[src/rtl/ssr_pkg.sv]
package ssr_pkg;
    typedef enum logic [2:0] {
        ST_IDLE,
        ST_SEL,
        ST_SEL_ACK,
        ST_SEND,
        ST_MACK,
        ST_HOLD
    } ssr_state_e;

    localparam logic [5:0] MARKER_LOW = 6'h3F;
endpackage

[src/rtl/ssr_line_sync.sv]
module ssr_line_sync (
    input  logic clk,
    input  logic rst_n,
    input  logic scl_i,
    input  logic sda_i,
    output logic scl_s_o,
    output logic sda_s_o,
    output logic scl_rise_o,
    output logic scl_fall_o,
    output logic start_o,
    output logic stop_o
);
    typedef struct packed {
        logic scl_m;
        logic scl_s;
        logic scl_p;
        logic sda_m;
        logic sda_s;
        logic sda_p;
    } sync_t;

    sync_t sync_d, sync_q;

    always_comb begin
        sync_d       = sync_q;
        sync_d.scl_m = scl_i;
        sync_d.scl_s = sync_q.scl_m;
        sync_d.scl_p = sync_q.scl_s;
        sync_d.sda_m = sda_i;
        sync_d.sda_s = sync_q.sda_m;
        sync_d.sda_p = sync_q.sda_s;
    end

    always_ff @(posedge clk or negedge rst_n) begin
        if (!rst_n) sync_q <= '1;
        else        sync_q <= sync_d;
    end

    assign scl_s_o    = sync_q.scl_s;
    assign sda_s_o    = sync_q.sda_s;
    assign scl_rise_o = sync_q.scl_s & ~sync_q.scl_p;
    assign scl_fall_o = ~sync_q.scl_s & sync_q.scl_p;
    assign start_o    = sync_q.scl_s & sync_q.scl_p & sync_q.sda_p & ~sync_q.sda_s;
    assign stop_o     = sync_q.scl_s & sync_q.scl_p & ~sync_q.sda_p & sync_q.sda_s;
endmodule

[src/rtl/ssr_byte_mux.sv]
module ssr_byte_mux #(
    parameter int N_WATCH = 5,
    localparam int N_DATA = 3 + N_WATCH,
    localparam int AW     = $clog2(N_DATA + 1)
) (
    input  logic [7:0]           status_i,
    input  logic [7:0]           old_in_i,
    input  logic [7:0]           new_in_i,
    input  logic [8*N_WATCH-1:0] watch_i,
    input  logic [AW-1:0]        addr_i,
    output logic [7:0]           byte_o
);
    logic [7:0] bank [N_DATA+1];

    assign bank[0] = status_i;
    assign bank[1] = old_in_i;
    assign bank[2] = new_in_i;

    for (genvar g = 0; g < N_WATCH; g++) begin : g_watch
        assign bank[3+g] = watch_i[8*g +: 8];
    end

    assign bank[N_DATA] = {2'b00, ssr_pkg::MARKER_LOW};

    always_comb begin
        byte_o = 8'h00;
        for (int i = 0; i <= N_DATA; i++) begin
            if (addr_i == AW'(i)) byte_o = bank[i];
        end
    end
endmodule

[src/rtl/ssr_engine.sv]
module ssr_engine #(
    parameter logic [7:0] SEL_CODE = 8'h48,
    parameter int N_WATCH = 5,
    localparam int N_DATA = 3 + N_WATCH,
    localparam int AW     = $clog2(N_DATA + 1)
) (
    input  logic          clk,
    input  logic          rst_n,
    input  logic          run_mode_i,
    input  logic          scl_s_i,
    input  logic          sda_s_i,
    input  logic          scl_rise_i,
    input  logic          scl_fall_i,
    input  logic          start_i,
    input  logic          stop_i,
    input  logic [7:0]    byte_i,
    output logic [AW-1:0] load_addr_o,
    output logic          sda_pull_low_o,
    output logic          read_done_o
);
    import ssr_pkg::*;

    localparam logic [AW-1:0] LAST_ADDR = AW'(N_DATA);
    localparam logic [AW-1:0] NEW_ADDR  = AW'(2);

    typedef struct packed {
        ssr_state_e    state;
        logic [3:0]    bits;
        logic [7:0]    shreg;
        logic [AW-1:0] addr;
        logic          ack;
        logic          done;
    } eng_t;

    eng_t eng_d, eng_q;

    always_comb begin
        if (eng_q.state == ST_SEL_ACK)  load_addr_o = '0;
        else if (eng_q.addr == LAST_ADDR) load_addr_o = '0;
        else                            load_addr_o = eng_q.addr + AW'(1);
    end

    always_comb begin
        eng_d      = eng_q;
        eng_d.done = 1'b0;
        if (!run_mode_i) begin
            eng_d.state = ST_IDLE;
        end else if (start_i) begin
            eng_d.state = ST_SEL;
            eng_d.bits  = '0;
        end else if (stop_i) begin
            eng_d.state = ST_IDLE;
        end else begin
            unique case (eng_q.state)
                ST_SEL: begin
                    if (scl_rise_i) begin
                        eng_d.shreg = {eng_q.shreg[6:0], sda_s_i};
                        eng_d.bits  = eng_q.bits + 4'd1;
                    end else if (scl_fall_i && eng_q.bits == 4'd8) begin
                        eng_d.state = (eng_q.shreg == SEL_CODE) ? ST_SEL_ACK : ST_HOLD;
                    end
                end
                ST_SEL_ACK, ST_MACK: begin
                    if (eng_q.state == ST_MACK && scl_rise_i) begin
                        eng_d.ack  = ~sda_s_i;
                        eng_d.done = ~sda_s_i && (eng_q.addr == NEW_ADDR);
                    end
                    if (scl_fall_i) begin
                        if (eng_q.state == ST_SEL_ACK || eng_q.ack) begin
                            eng_d.state = ST_SEND;
                            eng_d.shreg = byte_i;
                            eng_d.addr  = load_addr_o;
                            eng_d.bits  = '0;
                        end else begin
                            eng_d.state = ST_HOLD;
                        end
                    end
                end
                ST_SEND: begin
                    if (scl_rise_i) begin
                        eng_d.bits = eng_q.bits + 4'd1;
                    end else if (scl_fall_i) begin
                        if (eng_q.bits == 4'd8) begin
                            eng_d.state = ST_MACK;
                            eng_d.ack   = 1'b0;
                        end else begin
                            eng_d.shreg = {eng_q.shreg[6:0], 1'b0};
                        end
                    end
                end
                default: ;
            endcase
        end
    end

    always_ff @(posedge clk or negedge rst_n) begin
        if (!rst_n) begin
            eng_q       <= '0;
            eng_q.state <= ST_IDLE;
        end else begin
            eng_q <= eng_d;
        end
    end

    assign sda_pull_low_o = (eng_q.state == ST_SEL_ACK) ||
                            (eng_q.state == ST_SEND && !eng_q.shreg[7]);
    assign read_done_o    = eng_q.done;

    a_r7_release_off_run: assert property (@(posedge clk) disable iff (!rst_n)
        !run_mode_i |=> !sda_pull_low_o);

    a_r8_change_scl_low: assert property (@(posedge clk) disable iff (!rst_n)
        (run_mode_i && $past(run_mode_i) && (sda_pull_low_o != $past(sda_pull_low_o)))
        |-> !scl_s_i);

    a_r4_addr_bound: assert property (@(posedge clk) disable iff (!rst_n)
        eng_q.addr <= LAST_ADDR);

    a_r9_done_single: assert property (@(posedge clk) disable iff (!rst_n)
        read_done_o |=> !read_done_o);

    a_r9_done_in_run: assert property (@(posedge clk) disable iff (!rst_n)
        read_done_o |-> $past(run_mode_i));
endmodule

[src/rtl/ssr_status_slave.sv]
module ssr_status_slave #(
    parameter logic [7:0] SEL_CODE = 8'h48,
    parameter int N_WATCH = 5
) (
    input  logic                 clk,
    input  logic                 rst_n,
    input  logic                 run_mode_i,
    input  logic                 scl_i,
    input  logic                 sda_i,
    input  logic [7:0]           status_i,
    input  logic [7:0]           old_in_i,
    input  logic [7:0]           new_in_i,
    input  logic [8*N_WATCH-1:0] watch_i,
    output logic                 sda_pull_low_o,
    output logic                 read_done_o
);
    localparam int N_DATA = 3 + N_WATCH;
    localparam int AW     = $clog2(N_DATA + 1);

    logic          scl_s, sda_s, scl_rise, scl_fall, start, stop;
    logic [AW-1:0] load_addr;
    logic [7:0]    load_byte;

    ssr_line_sync i_sync (
        .clk        (clk),
        .rst_n      (rst_n),
        .scl_i      (scl_i),
        .sda_i      (sda_i),
        .scl_s_o    (scl_s),
        .sda_s_o    (sda_s),
        .scl_rise_o (scl_rise),
        .scl_fall_o (scl_fall),
        .start_o    (start),
        .stop_o     (stop)
    );

    ssr_byte_mux #(.N_WATCH(N_WATCH)) i_mux (
        .status_i (status_i),
        .old_in_i (old_in_i),
        .new_in_i (new_in_i),
        .watch_i  (watch_i),
        .addr_i   (load_addr),
        .byte_o   (load_byte)
    );

    ssr_engine #(.SEL_CODE(SEL_CODE), .N_WATCH(N_WATCH)) i_engine (
        .clk            (clk),
        .rst_n          (rst_n),
        .run_mode_i     (run_mode_i),
        .scl_s_i        (scl_s),
        .sda_s_i        (sda_s),
        .scl_rise_i     (scl_rise),
        .scl_fall_i     (scl_fall),
        .start_i        (start),
        .stop_i         (stop),
        .byte_i         (load_byte),
        .load_addr_o    (load_addr),
        .sda_pull_low_o (sda_pull_low_o),
        .read_done_o    (read_done_o)
    );
endmodule

[config.mk]
export PLATFORM = sky130hd
export DESIGN_NAME = ssr_status_slave
export DESIGN_NICKNAME = d
export VERILOG_FILES = /design/src/rtl/ssr_pkg.sv /design/src/rtl/ssr_line_sync.sv /design/src/rtl/ssr_byte_mux.sv /design/src/rtl/ssr_engine.sv /design/src/rtl/ssr_status_slave.sv
export SDC_FILE = /design/constraint.sdc
export NUM_CORES = 1
export LEC_CHECK = 0
export ABC_AREA = 0
export BUFFER_PORTS_ARGS = -buffer_cell sky130_fd_sc_hd__buf_4
export CORE_MARGIN = 5
export CORE_UTILIZATION = 51
export DETAILED_ROUTE_END_ITERATION = 10
export GPL_ROUTABILITY_DRIVEN = 0
export GPL_TIMING_DRIVEN = 0
export MAX_ROUTING_LAYER = met4
export PLACE_DENSITY = 0.8
export SETUP_SLACK_MARGIN = 0.3
export SYNTH_ARGS = -nofsm -noshare
export SYNTH_HDL_FRONTEND = slang
export SYNTH_SLANG_ARGS = --single-unit
export TNS_END_PERCENT = 10
[constraint.sdc]
create_clock -name clk -period 3.1 [get_ports clk]
set_clock_uncertainty 0.1 [all_clocks]
set_input_delay 0.155 -clock clk [delete_from_list [all_inputs] [get_ports clk]]
set_output_delay 0.155 -clock clk [all_outputs]
set_load 0.02 [all_outputs]
Word-level counts from Yosys, hierarchy flattened
Cells that the tools add are included.

Register bits after elaboration: 27. Bits in latches: 0. Memory bits (writable): 0. ROM bits: 0. Bits of input ports: 69. Output and inout bits: 2. Logic and storage cells: 122. Memories kept: 0.

Add/subtract/negate cells: 2. Multipliers: 0. Divide/modulo/power cells: 0. Order comparisons: 0. Equality and inequality tests: 35. Shift operators: 0. Multiplexer cells: 43. Bitwise gates (word level): 13. Reduce and logical (&&, ||, !) cells: 17.

Operators with widths (count): 8-bit 2-to-1 mux (12); 19-bit 2-to-1 mux (5); 15-bit one-hot mux with 3 select lines (1); 3-bit 2-to-1 mux (9); 5-bit by 2-bit inequality test with 1-bit output, second input constant (5); 18-bit 2-to-1 mux (1); 4-bit by 3-bit == test with 1-bit output, second input constant (4); 16-bit 2-to-1 mux (1); 4-bit 2-to-1 mux (4); 7-bit AND reduction (2); 4-bit by 2-bit == test with 1-bit output, second input constant (3); 4-bit == test, second input constant (3); 12-bit 2-to-1 mux (1); 2-bit by 1-bit inequality test with 1-bit output, second input constant (5); 5-bit inequality test, second input constant (2); 10-bit AND reduction (1); 4-bit by 1-bit adder with 4-bit output, second input constant (2); 8-bit by 7-bit == test with 1-bit output, second input constant (1); 4-bit by 2-bit inequality test with 1-bit output, second input constant (2); 8-bit AND reduction (1); 1-bit bitwise AND (7); 7-bit 2-to-1 mux (1); 3-bit by 2-bit == test with 1-bit output, second input constant (2); 1-bit 2-to-1 mux (6); 18 further kinds (29).

Logic depth before layout (Yosys ltp)
Depth after elaboration: 23. Mapped depth: 10. Depth with buffers taken out: 8.

Hierarchy
From an unflattened synthesis, not the netlist that was laid out.

Cell total of the unflattened synthesis: 259. Area, all modules: 2404.8 sq um.

By module, submodules not included: ssr_engine (instances 1, cells an instance 134, area an instance 1458.9 sq um, sequential area each 525.5 sq um); ssr_byte_mux (instances 1, cells an instance 115, area an instance 755.7 sq um, sequential area each 0.0 sq um); ssr_line_sync (instances 1, cells an instance 10, area an instance 190.2 sq um, sequential area each 157.7 sq um).

Least setup slack after synthesis
No wires, ideal clock.

Path type: register to register. From: register i_engine.eng_q[2] (netlist name). To: register i_engine.eng_q[13] (netlist name). Library setup time: 0.094 ns. Data arrival time: 2.191 ns. Required time: 2.906 ns. Setup slack: 0.715 ns. Stages on the path, launching flop included: 9. Buffers on the path: 1. Clock period less this slack: 2.385 ns. Path through: dfrtp_1 -> inv_1 -> ha_1 -> buf_4 -> nand2_2 -> nor3_1 -> a222oi_1 -> nor3b_2 -> a221oi_2.

Cells in the longest elaborated chain, start to end: 20. Elaborated cells on any way between the ends: 29. Classes of those cells: add/sub: 1; eq/ne: 9; mux: 18; reduce/logical: 1.

RTL lines: start: declaration (line ssr_engine.sv:35) `eng_t eng_d, eng_q;`; start signal: assignment (line ssr_engine.sv:101) `eng_q <= eng_d;`; 4-bit by 1-bit adder with 4-bit output or 4-bit == test (tied branches) (line ssr_engine.sv:40, ssr_engine.sv:39); 4-bit 2-to-1 mux * (line ssr_engine.sv:39) `else if (eng_q.addr == LAST_ADDR) load_addr_o = '0;`; 4-bit 2-to-1 mux * (line ssr_engine.sv:38) `if (eng_q.state == ST_SEL_ACK) load_addr_o = '0;`; 4-bit zero test (line ssr_byte_mux.sv:28) `if (addr_i == AW'(i)) byte_o = bank[i];`; 8-bit 2-to-1 mux (8 in series) (line ssr_byte_mux.sv:28); 8-bit 2-to-1 mux * (line ssr_byte_mux.sv:28); 16-bit 2-to-1 mux * (line ssr_engine.sv:69) `if (eng_q.state == ST_SEL_ACK || eng_q.ack) begin`; 19-bit 2-to-1 mux * (line ssr_engine.sv:68) `if (scl_fall_i) begin`; 19-bit 2-to-1 mux * (line ssr_engine.sv:54) `unique case (eng_q.state)`; 19-bit 2-to-1 mux * (line ssr_engine.sv:51) `end else if (stop_i) begin`; 19-bit 2-to-1 mux * (line ssr_engine.sv:48) `end else if (start_i) begin`; 19-bit 2-to-1 mux * (line ssr_engine.sv:46) `if (!run_mode_i) begin`; 15-bit one-hot mux with 3 select lines * (line ssr_engine.sv:54).

Every way passes the cells marked *; elsewhere a longest branch is shown, timed or not. The select of a mux whose other input is x is not followed. A chain may end at the register's enable or synchronous reset.

Worst setup path after layout
From: register i_engine.eng_q[2] (netlist name). To: register i_engine.eng_q[12] (netlist name).

The elaborated chain is that of the path after synthesis.

==> results.toml <==
[outcome]
outcome = "complete, no violations"

[die]
fp-row-count = 23
fp.coreArea_mm2 = 0.004086
start_util = 0.5346
io_pins = 71
fp.dieW_um = 75.45
die_h_um = 75.45
die_area_mm2 = 0.005693

[cts]
htreeDepth = 1
cts_buffer_depth = 2
numCtsBuffers = 3
clock_sinks = 27
path_clk_slew_ns = 0.10
insertion_delay_ns = 0.27
cts_root_buffer = "clkbuf_8"
cts_tree = "yes"

[yosys]
async_flop_share = 1.000
syn-num-nets = 328
synth_area_mm2 = 0.002185
synth.most_common_cell = "nand2_1"
syn_avg_cell_area_um2 = 8.601
netlist_instances = 254
synth.top_cell.area_share = 0.2405
ys_warn_count = 0
yosys.area.top_type = "dfrtp_1"
synth_common_cells = "31 x nand2_1, 26 x o21ai_0, 21 x dfrtp_1, 15 x nor2_1, 12 x inv_1"
synthTopCellsByArea = "dfrtp_1 24%, dfstp_2 7.2%, o21ai_0 6.0%"
ys_seq_elements = 27
synthDistinctLibCells = 61
ys_seq_area_frac = 0.3127
synth_edf_count = 0
synth_ff_type = "dfrtp_1"

[hold_path]
min_from = "watch_i[25]"
hold_depth = 3
hold_class = "input port to flop"

[route]
drc = 0
drtIter0Drc = 113
vias = 2258
antenna_left = 0
dr.pass1.iters = 4
vias_per_cell = 5.927
finalWirelength_um = 6145
post_drt_wl_per_cell_um = 16.13

[grt]
antenna_found_initial = 0
first_global_vias = 2228
grt_use_total = 0.2312
grt_pass1_wl_um = 10030
grt-ovfl-total = 0
grt_max_degree = 28

[sta]
period_share = 0.8550
clock.fmax_mhz = 377.3
timing.setup.tns_ns = 0
hold_viol = 0
whs_ns = 0.07635
period_minus_slack_ns = 2.651
finalSetupViolCount = 0
setup_ws_ns = 0.4495
rsz0062_at_grt = "true"
slew_viol_final = 0
worstMarginPinSlew_ns = 0.6339
slew_headroom = 0.5756

[setup_path]
start_kind = "flop"
cp.arrival_ns = 2.74
crit_start = "i_engine.eng_q[2]$_DFFE_PN0P_"
worst_setup_path_end_kind = "flop"
worst_ep_required_time_ns = 3.19
path_class = "flop to flop"
reg2reg_from = "i_engine.eng_q[2]$_DFFE_PN0P_"
cp_max_fo = 9
r2r_setup_slack_ns = 0.45
rr_worst_depth = 7

[finish]
fin_cells = 381
synthToLayoutAreaGrowth_pct = 31.27
layout.nets = 406
n_antenna_cell = 0
drive_gt1_frac = 0.3202

[placed_design]
post-place-ws_ns = 0.1103
port_buffers = 70
hpwl_um = 4953
dp_cells = 374

[pwr]
leakage_nw = 1.292
ir_worst_vdd_v = 0.0007786
pwr_density_cell_mw_per_mm2 = 835.1

[flow_run]
maxCapViolations = 0
-- path summary, 6_finish.rpt --
kind	end
max	i_engine.eng_q[12]$_DFFE_PN0P_
min	i_engine.eng_q[7]$_DFFE_PN0P_
max reg2reg	i_engine.eng_q[12]$_DFFE_PN0P_
min reg2reg	i_sync.sda_s_o$_DFF_PN1_
max in group asynchronous	i_sync.sync_d[1]$_DFF_PN1_
min in group asynchronous	i_engine.eng_q[15]$_DFFE_PN0P_
-- power breakdown --
group	switching, mW	internal (mW)
registers	0.114	0.470
clock network	0.104	0.0918
logic	0.926	0.689
-- area by class of cell --
cell class                      count  area [um2]
Buffer                             11       73.82
Clock buffer                        4       45.04
Fill cell                         353        1219
Inverter                           12       45.04
Multi-Input combinational cell    204        1403
Sequential cell                    27       683.2
Tap cell                           50       62.56
Timing Repair Buffer               73       555.5
-- layout by cell type, fill, tap and decap left out, types with 6 or more instances in the layout --
master / n
buf_4: 73
nand2_1: 31
o21ai_0: 26
dfrtp_1: 21
nor2_1: 15
inv_1: 12
nand2b_1: 11
a21oi_1: 10
mux2i_1: 10
a22o_1: 7
dfstp_2: 6
-- timing repair --
action / 4_1_cts / 5_1_grt
endpoints found under the hold margin: 29 / 0
hold buffers: 3 / 0
resized for setup: 1 / 2
endpoints found under the setup margin: 2 / 2
buffers inserted: 0 / 0
-- cell families (layout without fill, tap and decap cells) --
family	Yosys count	after routing	synth area share
xor+xnor	6	6	0.02405
mux	11	11	0.05098
simple gates	99	99	0.2520
flops	27	27	0.3127
fa+ha+maj	5	5	0.02864
buf+inv	23	100	0.05440
compound gates	83	83	0.2772
-- through the flow --
step | power (mW) | cell area [um2] | utilization
final | 2.395 | 2868 | 0.7018
after global routing | 2.604 | 2868 | 0.7018
after CTS | 2.353 | 2853 | 0.6981
after detailed placement | 2.142 | 2773 | 0.6785
after global placement | 2.107 | 2773 | 0.6785
after floorplan | 1.743 | 2185 | -
-- per-layer routing --
metal  global-route usage  up-vias  wire length (um)
met2               0.3941       70              3081
met5                    -        -                 0
met4              0.01165        0                13
met3              0.04222        2               367
met1               0.3015     1077              2682
li1                     -     1109                 -
-- critical path, cell delays in order, from the launching register on --
cell	delay (ns)
dfrtp_1	0.46
inv_1	0.28
ha_1	0.29
buf_4	0.18
nor4_1	0.50
o21ai_0	0.20
a211o_1	0.33
a221oi_2	0.24
-- state kept, by name (all words and copies together), names as in the netlist --
register and flops:
i_sync.sda_s_o 1, i_sync.sync_d 2, i_sync.scl_s_o 1, i_engine.eng_q 20
i_sync.sync_q 2, i_engine.read_done_o 1
No activity file was read; power rests on OpenSTA's default activity.
